==> config.mk <==
export PLATFORM = sky130hd
export DESIGN_NAME = prng_digit_fill
export DESIGN_NICKNAME = d
export VERILOG_FILES = /design/src/rtl/prng_digit_fill.sv
export SDC_FILE = /design/constraint.sdc
export NUM_CORES = 1
export LEC_CHECK = 0
export BUFFER_PORTS_ARGS = -buffer_cell sky130_fd_sc_hd__buf_2
export CORE_MARGIN = 2
export CORE_UTILIZATION = 52
export DETAILED_ROUTE_END_ITERATION = 12
export PLACE_DENSITY = 0.76
export SLEW_MARGIN = 25
export SYNTH_ARGS = -nofsm -noshare
export SYNTH_HDL_FRONTEND = slang
export SYNTH_SLANG_ARGS = --single-unit
==> constraint.sdc <==
create_clock -name clk -period 4.5 [get_ports clk]
set_clock_uncertainty 0.05 [all_clocks]
set_input_delay 0.9 -clock clk [delete_from_list [all_inputs] [get_ports clk]]
set_output_delay 0.9 -clock clk [all_outputs]
set_load 0.02 [all_outputs]
==> src/rtl/prng_digit_fill.sv <==
module prng_digit_fill #(
  parameter int SEED_W = 8
) (
  input  logic              clk,
  input  logic              rst_n,
  input  logic              load,
  input  logic [SEED_W-1:0] seed,
  input  logic              step,
  output logic [15:0]       slots,
  output logic [SEED_W-1:0] seed_q,
  output logic              done
);
  localparam int CW = $clog2(SEED_W + 1);

  logic [SEED_W-1:0] sreg;
  logic [3:0]        prev, nxt, plus7, x3;
  logic [4:0]        triple;
  logic [1:0]        ptr;
  logic [CW-1:0]     cnt;
  logic [15:0]       file_q;
  logic              fin;

  assign plus7  = (prev >= 4'd3) ? prev - 4'd3 : prev + 4'd7;
  assign triple = {prev, 1'b0} + {1'b0, prev};
  assign x3     = (triple >= 5'd20) ? 4'(triple - 5'd20)
                : (triple >= 5'd10) ? 4'(triple - 5'd10)
                : triple[3:0];
  assign nxt    = sreg[0] ? plus7 : x3;

  always_ff @(posedge clk or negedge rst_n) begin
    if (!rst_n) begin
      sreg   <= '0;
      prev   <= '0;
      ptr    <= '0;
      cnt    <= '0;
      fin    <= 1'b1;
      file_q <= '0;
    end else if (load) begin
      sreg <= seed;
      prev <= '0;
      ptr  <= '0;
      cnt  <= '0;
      fin  <= 1'b0;
    end else if (step && !fin) begin
      sreg               <= sreg >> 1;
      prev               <= nxt;
      file_q[ptr*4 +: 4] <= nxt;
      ptr                <= ptr + 2'd1;
      cnt                <= cnt + 1'b1;
      fin                <= (cnt == CW'(SEED_W - 1));
    end
  end

  assign slots  = file_q;
  assign seed_q = sreg;
  assign done   = fin;
endmodule


==> summary.md <==
| Metric | Value |
|---|---|
| Worst reg2reg setup slack | 1.26 ns |
| Setup crit end kind | flip-flop |
| RSZ-0062 raised after global routing | false |
| IO Pins | 37 |
| Worst EP arrival | 3.34 ns |
| Die Ht | 67.6 µm |
| Reg2reg start | prev[0]$_DFFE_PN0P_ |
| RD Place Congestion | 0.880 |
| Reg2Reg Depth | 11 |
| Cell variety after synth | 45 |
| Final nets | 282 |
| Post-synth ARST share | 100% |
| Hold Path Class | flip-flop to flip-flop |
| Yosys warns | 0 |
| Syn Nets | 245 |
| Layout area overhead | 15.2% |
| R2R Path End | slots[7]$_DFFE_PN0P_ |
| Fmax | 0.309 GHz |
| Crit. Startpoint | prev[0]$_DFFE_PN0P_ |
| Crit Path Class | flip-flop to flip-flop |
| Layout cells sized above 1 | 23.4% |
| Syn Area/Cell | 9.83 µm² |
| Power Dens Cells | 446 nW/µm² |
| Final core area utilization | 61.4% |
| Total grt overflow | 0 |
| Drt drc | 0 |
| Flops & latches, synth | 35 |
| Worst Tran Pin Value | 0.745 ns |
| Max stage delay cell, worst path | dfrtp_1 |
| Status | finished, final reports clean |
| Setup TNS | 0 ns |
| Syn Inst Count | 214 |
| Avg WL per Cell | 13.9 µm |
| Via density | 5.52 |
| Crit path max fanout | 6 |
| Worst vdd ir | 0.222 mV |
| Final setup violating endpoints | 0 |
| DIE WIDTH | 67.6 µm |
| Largest net degree at the start of global routing | 36 |
| Buffers on Ports | 36 |
| Setup crit start kind | flip-flop |
| Min Hold Slack | 0.422 ns |
| Root buffer cell | clkbuf_8 |
| Req. time, crit path | 4.60 ns |
| CP max stage delay | 0.45 ns |
| Ratio of final minimum period to clock period | 72.0% |
| Total CTS buffers | 5 |
| Post-synth EDFFs | 0 |
| Cts hold-fix bufs | 0 |
| Placed inst area | 2300 µm² |
| Global-route wire length before repair | 6980 µm |
| Max_cap viols | 0 |
| Clock transition at path regs | 0.07 ns |
| Min cycle time layout | 3.24 ns |
| Sequential area share after synthesis | 41.7% |
| Dpl ws | 1.29 ns |
| Final WL | 4200 µm |
| Die Footprint | 4570 µm² |
| Vias in the first global route | 1523 |
| Hold Vio Cnt, Final | 0 |
| Core area | 3940 µm² |
| Final ANT Viol Nets | 0 |
| Hpwl dp | 3110 µm |
| Slew margin rel. | 50.4% |
| Worst setup path end | slots[7]$_DFFE_PN0P_ |
| CP cell instances | ha_1 > inv_1 > fa_1 > xnor2_2 > inv_1 > ha_1 > a21bo_2 > nand2b_1 > a2111o_1 > a21oi_1 > o31ai_1 |
| Gates resized, CTS repair | 0 |
| Htree depth | 2 |
| Postcts setup bufs | 0 |
| Initial antenna violation count | 0 |
| Pleak | 1.16 nW |
| Site Rows | 23 |
| Cell Area, Synth | 2100 µm² |
| Most frequent cells in the layout | nand2_1 (39), buf_2 (36), dfrtp_1 (34), o21ai_0 (20), ha_1 (18) |
| Clock sinks | 35 |
| Ant diodes | 0 |
| Filler Cells Inserted | 330 |
| Top FF cell, synth | dfrtp_1 |
| Detailed Routing Iterations Pass 1 | 4 |
| DRT iter0 DRCs | 60 |
| Initial core utilization | 53.3% |
| Fin. max-slew vios | 0 |
| Total number of vias | 1667 |
| CTS tree | done |
| Total GRT Usage | 20.4% |
| CTS Buffer Depth | 2 |
| Skew-Pair Late Insertion Delay | 0.29 ns |
| Most common cell after layout, fill and taps aside | nand2_1 |
| Final Instance Area | 2420 µm² |
| Setup WS post-layout | 1.26 ns |
critical path: cells and delay by family (launching register included):
| kind | cells | cell delay, ns |
|---|---|---|
| flops | 1 | 0.45 |
| simple gates | 1 | 0.16 |
| xor+xnor | 1 | 0.21 |
| compound gates | 4 | 1.16 |
| fa+ha+maj | 3 | 0.88 |
| buf+inv | 2 | 0.17 |
cells by family after synthesis:
logic type      after synthesis  share of synthesized area (%)
compound gates               54                           18.9
flops                        35                           41.7
simple gates                 74                           16.8
xor+xnor                      8                           3.69
mux                           7                           3.33
buf+inv                      17                           3.93
fa+ha+maj                    19                           11.7
state kept, by name, indices dropped and copies added, names as in the netlist:
name / cells
done: 1
cnt: 4
slots: 16
prev: 4
seed_q: 8
ptr: 2
synth_stat cells (all sizes together) (4+ instances only):
library cell,number,share of area [%]
buf,4,1.4
o31ai,10,3.6
xnor2,7,3.3
nand2,39,7.0
mux2i,7,3.3
or3,6,1.8
nand2b,5,1.5
dfrtp,34,40
nor2,9,1.6
a21oi,6,1.4
inv,11,2.0
ha,18,11
o21ai,20,4.8
how the worst min path moves through the flow:
stage | start | to | slack (ns) | cells past startpoint
floorplan | cnt[1]$_DFFE_PN0P_ | cnt[1]$_DFFE_PN0P_ | 0.47 | 2
global placement | slots[0]$_DFFE_PN0P_ | slots[0]$_DFFE_PN0P_ | 0.41 | 2
detailed placement | slots[11]$_DFFE_PN0P_ | slots[11]$_DFFE_PN0P_ | 0.41 | 2
CTS | slots[11]$_DFFE_PN0P_ | slots[11]$_DFFE_PN0P_ | 0.43 | 2
global route | slots[11]$_DFFE_PN0P_ | slots[11]$_DFFE_PN0P_ | 0.44 | 2
finish | slots[11]$_DFFE_PN0P_ | slots[11]$_DFFE_PN0P_ | 0.42 | 2
per-layer routing:
metal,routed length (µm),vias to the layer above,GRT usage (%),share of wire [%]
met5,0,-,0,0
met4,74,0,6.89,1.8
met3,238,10,5.83,5.7
met2,1960,57,34.2,47
met1,1920,774,25.1,46
li1,-,826,-,-
through the flow:
| step | power (mW) | std cells |
|---|---|---|
| floorplan | 0.684 | 214 |
| global placement | 0.780 | 294 |
| detailed placement | 0.786 | 294 |
| CTS | 1.09 | 302 |
| global route | 1.15 | 302 |
| finish | 1.08 | 302 |
power by group:
part,internal [mW],switching [mW]
Combinational,0.159,0.244
Clock,0.179,0.119
Sequential,0.347,0.0319
Total,0.686,0.395
final cells by class:
class	count	area [µm²]	area share (%)
sequential	35	877	36.2
tap	50	62.6	2.58
timing repair buffer	36	180	7.44
clock inverter	2	35.0	1.45
inverter	11	41.3	1.70
clock buffer	6	82.6	3.41
multi-input combinational	162	1140	47.2
Power figures use the tool's default switching activity.
